### src/rtl/ctm_pkg.sv
package ctm_pkg;

  // Care-bit limit per entry used when the integrator gives none
  localparam int DEF_MAX_CARE = 32;

  // Per-entry verdict for the captured beat
  typedef struct packed {
    logic hit;   // entry occurred on the captured inputs
    logic fail;  // entry occurred and an observed output differed
  } ctm_verdict_t;

endpackage

### src/rtl/ctm_sample_reg.sv
module ctm_sample_reg #(
  parameter int N_IN  = 5,
  parameter int N_OUT = 2
) (
  input  logic             clk,
  input  logic             rst_n,
  input  logic             clr,
  input  logic             obs_valid,
  input  logic [N_IN-1:0]  obs_in,
  input  logic [N_OUT-1:0] obs_out,
  output logic             s_valid,
  output logic [N_IN-1:0]  s_in,
  output logic [N_OUT-1:0] s_out
);

  // Capture stage: isolates the compare cone from the circuit's own paths
  always_ff @(posedge clk) begin
    if (!rst_n) begin
      s_valid <= 1'b0;
      s_in    <= '0;
      s_out   <= '0;
    end else begin
      s_valid <= obs_valid & ~clr;
      s_in    <= obs_in;
      s_out   <= obs_out;
    end
  end


  invalid_not_captured_chk: assert property (@(posedge clk) disable iff (!rst_n)
    !obs_valid |=> !s_valid);


  clr_flushes_capture_chk: assert property (@(posedge clk) disable iff (!rst_n)
    clr |=> !s_valid);

endmodule

### src/rtl/ctm_pattern_check.sv
module ctm_pattern_check #(
  parameter int               N_IN     = 5,
  parameter int               N_OUT    = 2,
  parameter int               MAX_CARE = ctm_pkg::DEF_MAX_CARE,
  parameter logic [N_IN-1:0]  CARE     = '0,
  parameter logic [N_IN-1:0]  IVAL     = '0,
  parameter logic [N_OUT-1:0] OMASK    = '0,
  parameter logic [N_OUT-1:0] OVAL     = '0
) (
  input  logic                 s_valid,
  input  logic [N_IN-1:0]      s_in,
  input  logic [N_OUT-1:0]     s_out,
  output ctm_pkg::ctm_verdict_t verdict
);

  logic [N_IN-1:0]  in_diff;
  logic [N_OUT-1:0] out_diff;
  logic             occurs;
  logic             differs;

  // Ternary match: only cared bits may disagree with the stored value
  assign in_diff  = (s_in ^ IVAL) & CARE;
  assign occurs   = s_valid && (in_diff == '0);

  // Masked compare on the observed outputs of this entry
  assign out_diff = (s_out ^ OVAL) & OMASK;
  assign differs  = (out_diff != '0);

  assign verdict.hit  = occurs;
  assign verdict.fail = occurs && differs;


  initial begin
    care_limit_chk: assert ($countones(CARE) <= MAX_CARE);
  end

endmodule

### src/rtl/ctm_hit_track.sv
module ctm_hit_track #(
  parameter int N_PAT = 2
) (
  input  logic             clk,
  input  logic             rst_n,
  input  logic             clr,
  input  logic [N_PAT-1:0] hit_now,
  output logic [N_PAT-1:0] hit_vec,
  output logic             all_hit
);

  always_ff @(posedge clk) begin
    if (!rst_n || clr) hit_vec <= '0;
    else               hit_vec <= hit_vec | hit_now;
  end

  assign all_hit = &hit_vec;


  hits_monotone_chk: assert property (@(posedge clk) disable iff (!rst_n)
    !clr |=> ((hit_vec & $past(hit_vec)) == $past(hit_vec)));


  hit_recorded_chk: assert property (@(posedge clk) disable iff (!rst_n)
    (!clr && hit_now != '0) |=> ((hit_vec & $past(hit_now)) == $past(hit_now)));

endmodule

### src/rtl/ctm_err_latch.sv
module ctm_err_latch (
  input  logic clk,
  input  logic rst_n,
  input  logic clr,
  input  logic any_fail,
  output logic err_flag,
  output logic err_pulse
);

  always_ff @(posedge clk) begin
    if (!rst_n || clr) begin
      err_flag  <= 1'b0;
      err_pulse <= 1'b0;
    end else begin
      err_pulse <= any_fail & ~err_flag;
      if (any_fail) err_flag <= 1'b1;
    end
  end


  err_sticky_chk: assert property (@(posedge clk) disable iff (!rst_n)
    (err_flag && !clr) |=> err_flag);


  pulse_single_chk: assert property (@(posedge clk) disable iff (!rst_n)
    err_pulse |=> !err_pulse);


  pulse_on_rise_chk: assert property (@(posedge clk) disable iff (!rst_n)
    err_pulse |-> (err_flag && !$past(err_flag)));

endmodule

### src/rtl/ctm_monitor.sv
module ctm_monitor #(
  parameter int                     N_IN      = 5,
  parameter int                     N_OUT     = 2,
  parameter int                     N_PAT     = 2,
  parameter int                     MAX_CARE  = ctm_pkg::DEF_MAX_CARE,
  parameter logic [N_PAT*N_IN-1:0]  CARE_TAB  = 10'b01011_01101,
  parameter logic [N_PAT*N_IN-1:0]  VAL_TAB   = 10'b00001_01101,
  parameter logic [N_PAT*N_OUT-1:0] OMASK_TAB = 4'b10_10,
  parameter logic [N_PAT*N_OUT-1:0] OVAL_TAB  = 4'b00_00
) (
  input  logic             clk,
  input  logic             rst_n,
  input  logic             clr,
  input  logic             obs_valid,
  input  logic [N_IN-1:0]  obs_in,
  input  logic [N_OUT-1:0] obs_out,
  output logic             err_flag,
  output logic             err_pulse,
  output logic [N_PAT-1:0] hit_vec,
  output logic             all_hit
);

  logic                  s_valid;
  logic [N_IN-1:0]       s_in;
  logic [N_OUT-1:0]      s_out;
  ctm_pkg::ctm_verdict_t verd [N_PAT];
  logic [N_PAT-1:0]      hit_now;
  logic [N_PAT-1:0]      fail_now;
  logic                  any_fail;

  ctm_sample_reg #(.N_IN(N_IN), .N_OUT(N_OUT)) u_sample (
    .clk(clk), .rst_n(rst_n), .clr(clr),
    .obs_valid(obs_valid), .obs_in(obs_in), .obs_out(obs_out),
    .s_valid(s_valid), .s_in(s_in), .s_out(s_out)
  );

  for (genvar p = 0; p < N_PAT; p++) begin : g_entry
    ctm_pattern_check #(
      .N_IN(N_IN), .N_OUT(N_OUT), .MAX_CARE(MAX_CARE),
      .CARE (CARE_TAB [p*N_IN  +: N_IN]),
      .IVAL (VAL_TAB  [p*N_IN  +: N_IN]),
      .OMASK(OMASK_TAB[p*N_OUT +: N_OUT]),
      .OVAL (OVAL_TAB [p*N_OUT +: N_OUT])
    ) u_chk (
      .s_valid(s_valid), .s_in(s_in), .s_out(s_out), .verdict(verd[p])
    );
    assign hit_now[p]  = verd[p].hit;
    assign fail_now[p] = verd[p].fail;
  end

  // Every matching entry contributes its own verdict
  assign any_fail = |fail_now;

  ctm_hit_track #(.N_PAT(N_PAT)) u_hits (
    .clk(clk), .rst_n(rst_n), .clr(clr),
    .hit_now(hit_now), .hit_vec(hit_vec), .all_hit(all_hit)
  );

  ctm_err_latch u_err (
    .clk(clk), .rst_n(rst_n), .clr(clr),
    .any_fail(any_fail), .err_flag(err_flag), .err_pulse(err_pulse)
  );


  clr_clears_all_chk: assert property (@(posedge clk) disable iff (!rst_n)
    clr |=> (!err_flag && !err_pulse && hit_vec == '0));


  fail_needs_hit_chk: assert property (@(posedge clk) disable iff (!rst_n)
    ((fail_now & ~hit_now) == '0));

endmodule

### config.mk
export PLATFORM = sky130hd
export DESIGN_NAME = ctm_monitor
export DESIGN_NICKNAME = d
export VERILOG_FILES = /design/src/rtl/ctm_pkg.sv /design/src/rtl/ctm_sample_reg.sv /design/src/rtl/ctm_pattern_check.sv /design/src/rtl/ctm_hit_track.sv /design/src/rtl/ctm_err_latch.sv /design/src/rtl/ctm_monitor.sv
export SDC_FILE = /design/constraint.sdc
export NUM_CORES = 1
export LEC_CHECK = 0
export ABC_AREA = 1
export ABC_CLOCK_PERIOD_IN_PS = 900
export BUFFER_PORTS_ARGS = -buffer_cell sky130_fd_sc_hd__buf_2
export CAP_MARGIN = 20
export CORE_AREA = 2 2 39 41
export CTS_BUF_LIST = sky130_fd_sc_hd__clkbuf_2
export CTS_CLUSTER_DIAMETER = 120
export CTS_CLUSTER_SIZE = 25
export DETAILED_ROUTE_END_ITERATION = 8
export DIE_AREA = 0 0 41 43
export SETUP_SLACK_MARGIN = 0.3
export SLEW_MARGIN = 20
export SYNTH_ARGS = -nofsm -noshare
export SYNTH_HDL_FRONTEND = slang
export SYNTH_SLANG_ARGS = --single-unit
### constraint.sdc
create_clock -name clk -period 0.9 [get_ports clk]
set_clock_uncertainty 0.15 [all_clocks]
set_input_delay 0.18 -clock clk [delete_from_list [all_inputs] [get_ports clk]]
set_output_delay 0.18 -clock clk [all_outputs]
set_load 0.02 [all_outputs]
; Word level (Yosys, flattened, before mapping)
; Index checks and enable logic that the tools add are counted.
[totals]
latch_bits = 0
regBits = 11
output_inout_bits = 5
romBits = 0
elab_cells = 23
memories = 0
inputBits = 11
ramBits = 0
[op_classes]
n_eq_ne = 0
shifts = 0
mux = 0
bitwise_logic = 7
reduce_logical = 10
add_sub_neg = 0
n_lt_le_gt_ge = 0
div = 0
multipliers = 0
[ops]
columns = cell, n
row1 = $logic_not A5 Y1, 2
row2 = $logic_and A1 B1 Y1, 4
row3 = $not A1 Y1, 3
row4 = $not A3 Y3, 1
row5 = $and A1 B1 Y1, 2
row6 = $or A2 B2 Y2, 1
row7 = $reduce_and A2 Y1, 1
row8 = $reduce_or A2 Y1, 1
row9 = $logic_not A1 Y1, 1
row10 = $logic_or A1 B1 Y1, 1

; Depth between registers and ports, before layout
; Gate-level depths: netlist of the first run.
[depth]
word_depth = 6
depth_mapped = 6
mapped_depth_nobuf = 6

; Modules after synthesis
; A second synthesis of the first run with hierarchy kept.
[unflattened]
hier_cells = 61
hier_area_um2 = 444.2
[by_module_without_submodules]
columns = module, area_each_um2, seq_area_each_um2, cells_each, n_inst
row1 = ctm_sample_reg, 225.2, 160.2, 25, 1
row2 = ctm_hit_track, 72.6, 40.0, 10, 1
row3 = ctm_err_latch, 66.3, 40.0, 9, 1
row4 = ctm_pattern_check at g_entry[1].u_chk, 36.3, 0.0, 8, 1
row5 = ctm_pattern_check at g_entry[0].u_chk, 32.5, 0.0, 6, 1
row6 = ctm_monitor, 11.3, 0.0, 3, 1

; Least setup slack after synthesis of the first run
; Ideal clock, no wire load.
[synth_timing]
path_kind = flip-flop to output port
start = reg u_hits.hit_vec[1]
end = out all_hit
path_buffers = 0
setup_slack_ns = -0.088
arrival_time_ns = 0.658
path_stages_with_launch = 3
required_ns = 0.570
path_cell_list = dfxtp_1 > nand2_1 > inv_1
[synth_between]
elab_chain_len = 1
[synth_lines]
columns = item, line
row1 = start: declaration, ctm_hit_track.sv:8  ; output logic [N_PAT-1:0] hit_vec,
row2 = start signal: assignment, ctm_hit_track.sv:14  ; else hit_vec <= hit_vec | hit_now;
row3 = $reduce_and A2 Y1, ctm_hit_track.sv:17  ; assign all_hit = &hit_vec;
row4 = end: declaration, ctm_monitor.sv:20  ; output logic all_hit
; No other way between the ends.

; Worst setup path after layout of the first run
[layout_timing]
start = reg u_hits.hit_vec[0]
end = out all_hit
; Same word-level chain as after synthesis.

==> results of run 1 <==
## what timing repair did
action                                  CTS  global route
endpoints found under the setup margin    9             9
hold endpoints to repair                  6             6
cloned                                    0             0
resized for setup                         8            10
setup buffers                             1             0
pin swaps                                 7             4
## cells in the final DEF, fill, tap and decap left out, types with 3 or more instances in the layout
cell,instances
dfxtp_1,4
nand2_2,7
dfxtp_2,3
clkbuf_2,3
dfxtp_4,3
inv_1,11
buf_4,3
nand2_1,7
buf_6,3
buf_2,9
## cells by family (layout without fill, tap and decap cells)
| kind of cell | count (synthesis) | count (layout) | synth area share (%) |
|---|---|---|---|
| AND/OR/NAND/NOR | 19 | 19 | 23.62 |
| buffers and inverters | 13 | 32 | 14.39 |
| flip-flops | 10 | 10 | 59.04 |
| AO/OA/AOI/OAI | 2 | 2 | 2.952 |
## worst max-delay path, stage by stage (launching register included)
cell and delay [ps]:
dfxtp_4 360, nand2_2 50, inv_2 30, buf_6 110
## path summary, 6_finish.rpt
path	start	endpoint	slack, ps	depth (start not counted)
min reg2reg	u_hits.hit_vec[1]$_SDFF_PP0_	u_hits.hit_vec[1]$_SDFF_PP0_	350	2
min	obs_in[0]	u_sample.s_in[0]$_SDFF_PN0_	-40	3
max reg2reg	u_sample.s_in[0]$_SDFF_PN0_	u_err.err_flag$_SDFFE_PP0P_	-20	6
max	u_hits.hit_vec[0]$_SDFF_PP0_	all_hit	-230	3
## per-stage QoR
stage	utilization (%)	std cells
6_report	37.34	79
5_1_grt	37.34	79
3_5_place_dp	32.10	74
2_1_floorplan	-	44
4_1_cts	35.71	79
3_3_place_gp	32.10	74
## cell type report
| class | instances | area [µm²] | share of cell area, % |
|---|---|---|---|
| Clock buffer | 3 | 15.01 | 2.906 |
| Clock inverter | 1 | 3.754 | 0.7264 |
| Inverter | 13 | 48.80 | 9.443 |
| Multi-Input combinational cell | 21 | 112.6 | 21.79 |
| Sequential cell | 10 | 215.2 | 41.65 |
| Tap cell | 16 | 20.02 | 3.874 |
| Timing Repair Buffer | 15 | 101.3 | 19.61 |
## registers in the layout, indices dropped and copies added (netlist names)
| signal | cells |
|---|---|
| u_err.err_pulse | 1 |
| u_err.err_flag | 1 |
| u_sample.s_out | 1 |
| u_sample.s_in | 4 |
| u_sample.s_valid | 1 |
| u_hits.hit_vec | 2 |
## layer usage
layer,track usage [%],vias up,part of all wire [%]
met5,0,-,0
met4,10.00,0,0
met2,10.94,7,54
met3,3.141,0,7.2
met1,6.189,120,38
li1,-,161,-
## report_power, final
group | switching (mW) | total (mW) | internal, mW | leakage (nW)
combinational | 0.0254 | 0.0500 | 0.0247 | 0.195
sequential | 0.00448 | 0.453 | 0.448 | 0.0857
clock | 0.149 | 0.246 | 0.0966 | 0.0140
total | 0.179 | 0.749 | 0.570 | 0.295
==> results.txt, run 1 <==
Static Leakage = 0.2947 nW
DIE HEIGHT = 43 µm
Clk_lat worst skew = 250 ps
Clock buffer depth = 2
Mapped Cells = 44
Number of CTS-inserted buffers = 3
Fin. max-slew vios = 0
GPL Wtd Cong = 0.6075
Wire length of the first global-routing pass = 814 µm
Worst Hold Class = in -> reg
Nets = 75
Endpoints failing hold = 6
Via density = 3.646
Synth warnings = 0
Peak supply drop = 0.4580 mV
Mapped Nets = 55
Drt total wl = 541 µm
Synthesized cell area = 339.1 µm²
Synth async-reset ratio = 0%
Total power draw = 748.7 µW
Number of synthesized flops with an enable pin = 0
Setup WS post-layout = -231.5 ps
Largest net degree at the start of global routing = 7
Top FF cell, synth = dfxtp_1
Startpoint Class = flop
FP Rows = 14
Unrepaired setup endpoints after global routing = yes
Routed via count = 288
Placed Area = 444.2 µm²
Clk slew on worst S/H paths = 100 ps
Synth area leaders = dfxtp_1, inv_1, nand2_1
Failing checks = hold timing, setup timing
Ports = 16
GRT Residual Overflow = 0
Residual DRC = 0
DR pass1 iterations = 1
Initial antenna violation count = 0
Filler instances = 154
Cell taking the most area after synthesis = dfxtp_1
WS Path Type = reg -> out
Total GRT Usage = 7.560%
Die area = 1763 µm²
Status = complete, but fails checks
Count of input and output buffers = 13
DP Wirelength = 420.5 µm
Sequential fraction of the synthesis area = 59.04%
Layout cell share with drive strength beyond 1 = 58.73%
Minimum clock period = 1131 ps
Synth top area share = 59.04%
Max_cap viols = 0
Min Hold Slack = -43.97 ps
Setup violations, final = 7
Post-Route Setup TNS = -881.5 ps
H-tree depth = 1
CTS tree = done
Initial Util = 24.50%
Tcrit/Tclk final = 125.7%
Die width = 41 µm
Critical path fanouts, max = 3
Detail Route Antenna Nets = 0
Netlist cell types = 8
Seq cells post-synth = 10
Total core area = 1384 µm²
Worst slew margin relative to its limit = 91.69%
Least-Margin Pin Slew = 124.2 ps
Most frequent cells after synthesis = inv_1, nand2_1, dfxtp_1
Pwr per Cell Area = 1449 nW/µm²
Root Buffer = clkbuf_2
Post-place setup slack = -22.21 ps
Critical path data required time = 570 ps
P&R area growth vs syn = 52.40%
Crit path DAT = 800 ps
Syn avg cell area = 7.706 µm²
Clock Sinks = 10
Ant diodes = 0
CP Capture Type = output port
Finished Cell Area = 516.7 µm²
Drt initial violations = 0
Number of global-route vias before repair = 242
F_max = 883.8 MHz
Avg WL per Cell = 6.848 µm
(Power assumes the default switching activity.)
==> inputs of run 2 (changes only) <==
--- a/config.mk
+++ b/config.mk
@@ -8,7 +8,6 @@
 export ABC_AREA = 1
 export ABC_CLOCK_PERIOD_IN_PS = 900
 export BUFFER_PORTS_ARGS = -buffer_cell sky130_fd_sc_hd__buf_2
-export CAP_MARGIN = 20
 export CORE_AREA = 2 2 39 41
 export CTS_BUF_LIST = sky130_fd_sc_hd__clkbuf_2
 export CTS_CLUSTER_DIAMETER = 120
==> constraint.sdc (replaced) <==
create_clock -name clk -period 0.9 [get_ports clk]
set_clock_uncertainty 0.15 [all_clocks]
set_input_delay 0.09 -clock clk [delete_from_list [all_inputs] [get_ports clk]]
set_output_delay 0.09 -clock clk [all_outputs]
set_load 0.02 [all_outputs]
==> results.txt, run 2 (synthesized netlist as in run 1, its figures left out) <==
Status = complete, but fails checks
Failing checks = hold timing, setup timing
Critical path fanouts, max = 3
Die area = 1763 µm²
Max reg flops = 4
Max_cap viols = 0
Buffers and inverters on the worst path = 2
DIE HEIGHT = 43 µm
Nets = 75
Number of global-route vias before repair = 237
Utilization after layout = 37.97%
Ant diodes = 0
Count of input and output buffers = 13
Tcrit/Tclk final = 116.3%
Clk slew on worst S/H paths = 90 ps
R2R depth = 6
Clk_lat worst skew = 240 ps
Via density = 3.646
Avg WL per Cell = 7.304 µm
H-tree depth = 1
Total core area = 1384 µm²
CP Depth = 3
Post-Route Setup TNS = -420.8 ps
Drt total wl = 577 µm
Wire length of the first global-routing pass = 876 µm
Filler instances = 151
Most frequent cells in the layout = inv_1, buf_2, nand2_2
Initial antenna violation count = 0
Crit path DAT = 810 ps
Critical path data required time = 660 ps
Worst Hold Class = in -> reg
Unrepaired setup endpoints after global routing = yes
F_max = 955.2 MHz
R2r endpoint = u_err.err_pulse$_SDFF_PP0_
Residual DRC = 0
FP Rows = 14
Fin. max-slew vios = 0
Peak supply drop = 0.4686 mV
Placed Cells = 74
Clock buffer depth = 2
Setup WS post-layout = -146.9 ps
Die width = 41 µm
Hold Path Sink = u_sample.s_in[2]$_SDFF_PN0_
Placed Area = 444.2 µm²
Top Registers = u_sample.s_in x4, u_hits.hit_vec x2
Ports = 16
R2R Path Start = u_sample.s_in[0]$_SDFF_PN0_
DP Wirelength = 426.3 µm
Least-Margin Pin Slew = 117.7 ps
Finished Cell Area = 525.5 µm²
CP Capture Type = output port
Min Hold Slack = -122.5 ps
P&R area growth vs syn = 54.98%
CP delay by family, top = flip-flops
Hold Startpoint = obs_in[2]
Most flops, register = u_sample.s_in
Static Leakage = 0.2951 nW
Clock Sinks = 10
Initial Util = 24.50%
Largest net degree at the start of global routing = 7
Hold depth = 3
Detail Route Antenna Nets = 0
Routed via count = 288
Endpoints failing hold = 9
Setup violations, final = 5
Worst slew margin relative to its limit = 92.12%
WS Path Type = reg -> out
DR pass1 iterations = 2
CP max stage cell = dfxtp_4
CTS tree = done
Worst reg-to-reg setup slack = 0 ps
Commonest non-fill, non-tap cell in the layout = inv_1
GRT Residual Overflow = 0
Minimum clock period = 1047 ps
Startpoint Class = flop
Layout cell share with drive strength beyond 1 = 68.25%
Drt initial violations = 4
Number of CTS-inserted buffers = 3
Total GRT Usage = 7.855%
Pwr per Cell Area = 1454 nW/µm²
Final Non-Filler Cells = 79
Root Buffer = clkbuf_2
GPL Wtd Cong = 0.6509
Max incr delay on CP = 360 ps
Worst path cell trace = nand2_2, inv_2, buf_6
-- run 2: layout make-up --
cell class                      count  area [µm²]  area share, %
Clock buffer                        4       20.02          3.810
Inverter                           13       48.80          9.286
Multi-Input combinational cell     21       117.6          22.38
Sequential cell                    10       217.7          41.43
Tap cell                           16       20.02          3.810
Timing Repair Buffer               15       101.3          19.29
-- run 2: what timing repair did --
action	CTS	global route
setup buffers	1	0
hold endpoints to repair	9	9
resized for setup	9	15
pin swaps	8	4
endpoints found under the setup margin	9	9
-- run 2: worst max-delay path by stage --
stage	start	to
2_1_floorplan	u_sample.s_in[0]$_SDFF_PN0_	u_err.err_flag$_SDFFE_PP0P_
3_3_place_gp	u_sample.s_in[0]$_SDFF_PN0_	u_err.err_pulse$_SDFF_PP0_
3_5_place_dp	u_sample.s_valid$_SDFF_PN0_	u_err.err_pulse$_SDFF_PP0_
4_1_cts	u_hits.hit_vec[0]$_SDFF_PP0_	all_hit
5_1_grt	u_hits.hit_vec[0]$_SDFF_PP0_	all_hit
6_report	u_hits.hit_vec[0]$_SDFF_PP0_	all_hit
-- run 2: metal layers --
| metal | up-vias | share of wire [%] | track usage (%) | wire, µm |
|---|---|---|---|---|
| li1 | 161 | - | - | - |
| met1 | 116 | 39 | 7.792 | 227 |
| met2 | 9 | 49 | 10.94 | 280 |
| met3 | 2 | 11 | 3.665 | 63 |
| met4 | 0 | 1.0 | 8.000 | 6 |
| met5 | - | 0 | 0 | 0 |
-- run 2: metrics by stage --
step | power [mW] | hold slack (ps) | setup WS, ps
3_3_place_gp | 0.5088 | 126.7 | -6.439
3_5_place_dp | 0.5096 | 127.9 | -14.51
2_1_floorplan | 0.4814 | 33.45 | 45.17
4_1_cts | 0.7716 | -129.2 | -170.3
6_report | 0.7643 | -122.5 | -146.9
5_1_grt | 0.8042 | -124.0 | -209.7
-- run 2: where the power goes --
group | internal (mW) | switching (mW) | leakage [nW]
clock network | 0.118 | 0.140 | 0.0166
registers | 0.449 | 0.00634 | 0.0862
logic | 0.0257 | 0.0254 | 0.192
-- run 2: worst min-delay path: cells and delay by family --
| kind | cells | cell delay (ps) |
|---|---|---|
| AND/OR/NAND/NOR | 1 | 40 |
| buffers and inverters | 2 | 110 |
==> inputs of run 3 (changes only) <==
--- a/config.mk
+++ b/config.mk
@@ -8,12 +8,16 @@
 export ABC_AREA = 1
 export ABC_CLOCK_PERIOD_IN_PS = 900
 export BUFFER_PORTS_ARGS = -buffer_cell sky130_fd_sc_hd__buf_2
-export CORE_AREA = 2 2 39 41
+export CELL_PAD_IN_SITES_DETAIL_PLACEMENT = 0
+export CELL_PAD_IN_SITES_GLOBAL_PLACEMENT = 2
+export CORE_ASPECT_RATIO = 0.9
+export CORE_MARGIN = 2
+export CORE_UTILIZATION = 21
 export CTS_BUF_LIST = sky130_fd_sc_hd__clkbuf_2
 export CTS_CLUSTER_DIAMETER = 120
 export CTS_CLUSTER_SIZE = 25
 export DETAILED_ROUTE_END_ITERATION = 8
-export DIE_AREA = 0 0 41 43
+export PLACE_DENSITY_LB_ADDON = 0.1
 export SETUP_SLACK_MARGIN = 0.3
 export SLEW_MARGIN = 20
 export SYNTH_ARGS = -nofsm -noshare
==> results.txt, run 3 (synthesized netlist as in run 1, its figures left out) <==
Status = complete, but fails checks
Failing checks = hold timing, setup timing
Initial antenna violation count = 0
Routed wl met3 = 49 µm
Critical path data required time = 660 ps
Total core area = 1480 µm²
DR pass1 iterations = 1
Total GRT Usage = 7.783%
FP Rows = 13
Most flops, register = u_sample.s_in
Minimum clock period = 1053 ps
Die width = 46.36 µm
Top routing layer used = met3
Number of global-route vias before repair = 272
WS Path Type = reg -> out
Max_cap viols = 0
Ant diodes = 0
Via density = 3.405
Critical path fanouts, max = 3
Fin. max-slew vios = 0
CP delay by family, top = flip-flops
H-tree depth = 1
Commonest non-fill, non-tap cell in the layout = inv_1
Switch share = 23.58%
Placed Cells = 80
Drt initial violations = 0
Setup violations, final = 7
Static Leakage = 0.2920 nW
Drt total wl = 566 µm
Multi-input logic area = 112.6 µm²
Count of input and output buffers = 13
Avg WL per Cell = 6.738 µm
Worst Hold Class = in -> reg
Peak supply drop = 0.6492 mV
Setup WS post-layout = -152.7 ps
CP Capture Type = output port
Root Buffer = clkbuf_2
Die area = 1952 µm²
Residual DRC = 0
Nets = 74
Final Non-Filler Cells = 84
Clk_lat worst skew = 240 ps
Clk pwr share = 32.3%
Pwr per Cell Area = 1432 nW/µm²
Wire length of the first global-routing pass = 1.000 mm
P&R area growth vs syn = 53.87%
Largest net degree at the start of global routing = 7
DIE HEIGHT = 42.12 µm
Tcrit/Tclk final = 117.0%
Top Registers = u_sample.s_in x4, u_hits.hit_vec x2
Min Hold Slack = -128.7 ps
Cell-internal power = 570.8 µW
Post-CTS Setup Repair Bufs = 0
Unrepaired setup endpoints after global routing = yes
GPL Wtd Cong = 0.5974
Number of CTS-inserted buffers = 3
Sequential share of power = 60.8%
Ports = 16
Routed met2 length = 241 µm
DP Wirelength = 465.8 µm
Post-place setup slack = -39.72 ps
Least-Margin Pin Slew = 127.2 ps
Routed via count = 286
Detail Route Antenna Nets = 0
Clk slew on worst S/H paths = 100 ps
Post-Route Setup TNS = -410.7 ps
F_max = 949.9 MHz
Clock buffer depth = 2
Max incr delay on CP = 360 ps
Most frequent cells in the layout = inv_1, buf_2, nand2_1
Filler instances = 164
Metal1 wirelength = 274 µm
Max reg flops = 4
Initial Util = 22.91%
CP max stage cell = dfxtp_4
Worst path cell trace = nand2_1, inv_1, buf_6
Sequential Area = 216.5 µm²
Crit path DAT = 810 ps
Buffers and inverters on the worst path = 2
GRT Residual Overflow = 0
Clock Sinks = 10
Endpoints failing hold = 9
Worst slew margin relative to its limit = 91.49%
Startpoint Class = flop
Combinational share of power = 6.8%
CTS tree = done
Net switching power = 176.2 µW
Layout cell share with drive strength beyond 1 = 58.06%
run 3: final cells by class:
type,instances,share of cell area (%)
Clock buffer,3,2.878
Multi-Input combinational cell,21,21.58
Inverter,13,9.353
Sequential cell,10,41.49
Timing Repair Buffer,14,18.71
Clock inverter,1,0.7194
Tap cell,22,5.276
run 3: final timing paths:
path	depth (start not counted)	slack, ps	endpoint	from
worst min register to register	1	280	u_err.err_pulse$_SDFF_PP0_	u_err.err_flag$_SDFFE_PP0P_
worst max register to register	6	-10	u_err.err_flag$_SDFFE_PP0P_	u_sample.s_valid$_SDFF_PN0_
worst min-delay path	3	-130	u_sample.s_in[2]$_SDFF_PN0_	obs_in[2]
worst max-delay path	3	-150	all_hit	u_hits.hit_vec[1]$_SDFF_PP0_
run 3: power by group through the flow:
stage	clock network, mW	logic (mW)	registers, mW
floorplan	0	0.0197	0.462
global placement	0	0.0473	0.462
detailed placement	0	0.0481	0.462
CTS	0.254	0.0489	0.452
global route	0.275	0.0599	0.456
finish	0.242	0.0511	0.454
run 3: routing by layer:
| layer | vias up | GRT usage, % |
|---|---|---|
| met3 | 0 | 5.172 |
| li1 | 159 | - |
| met5 | - | 0 |
| met2 | 10 | 10.28 |
| met4 | 0 | 6.857 |
| met1 | 117 | 8.052 |
run 3: through the flow:
stage	instance area (µm²)	hold WS, ps	total power [mW]	util [%]
final	521.8	-128.7	0.7470	35.25
after global routing	521.8	-137.1	0.7904	35.25
after CTS	498.0	-144.7	0.7551	33.64
after detailed placement	451.7	124.6	0.5101	30.52
after global placement	451.7	124.9	0.5094	30.52
after floorplan	351.6	33.45	0.4814	-
run 3: timing repair:
item                       4_1_cts  5_1_grt
gates cloned                     0        0
hold endpoints to repair         9        8
resized for setup                9       11
setup endpoints to repair        9        9
pin swaps                        6        4
run 3: worst register-to-register path, stage by stage, from the launching register on:
cell and delay, ps:
dfxtp_2 330, nand2_2 60, inv_2 40, nand2_2 70
nand2_2 60, nand2_2 60, nand2_1 40
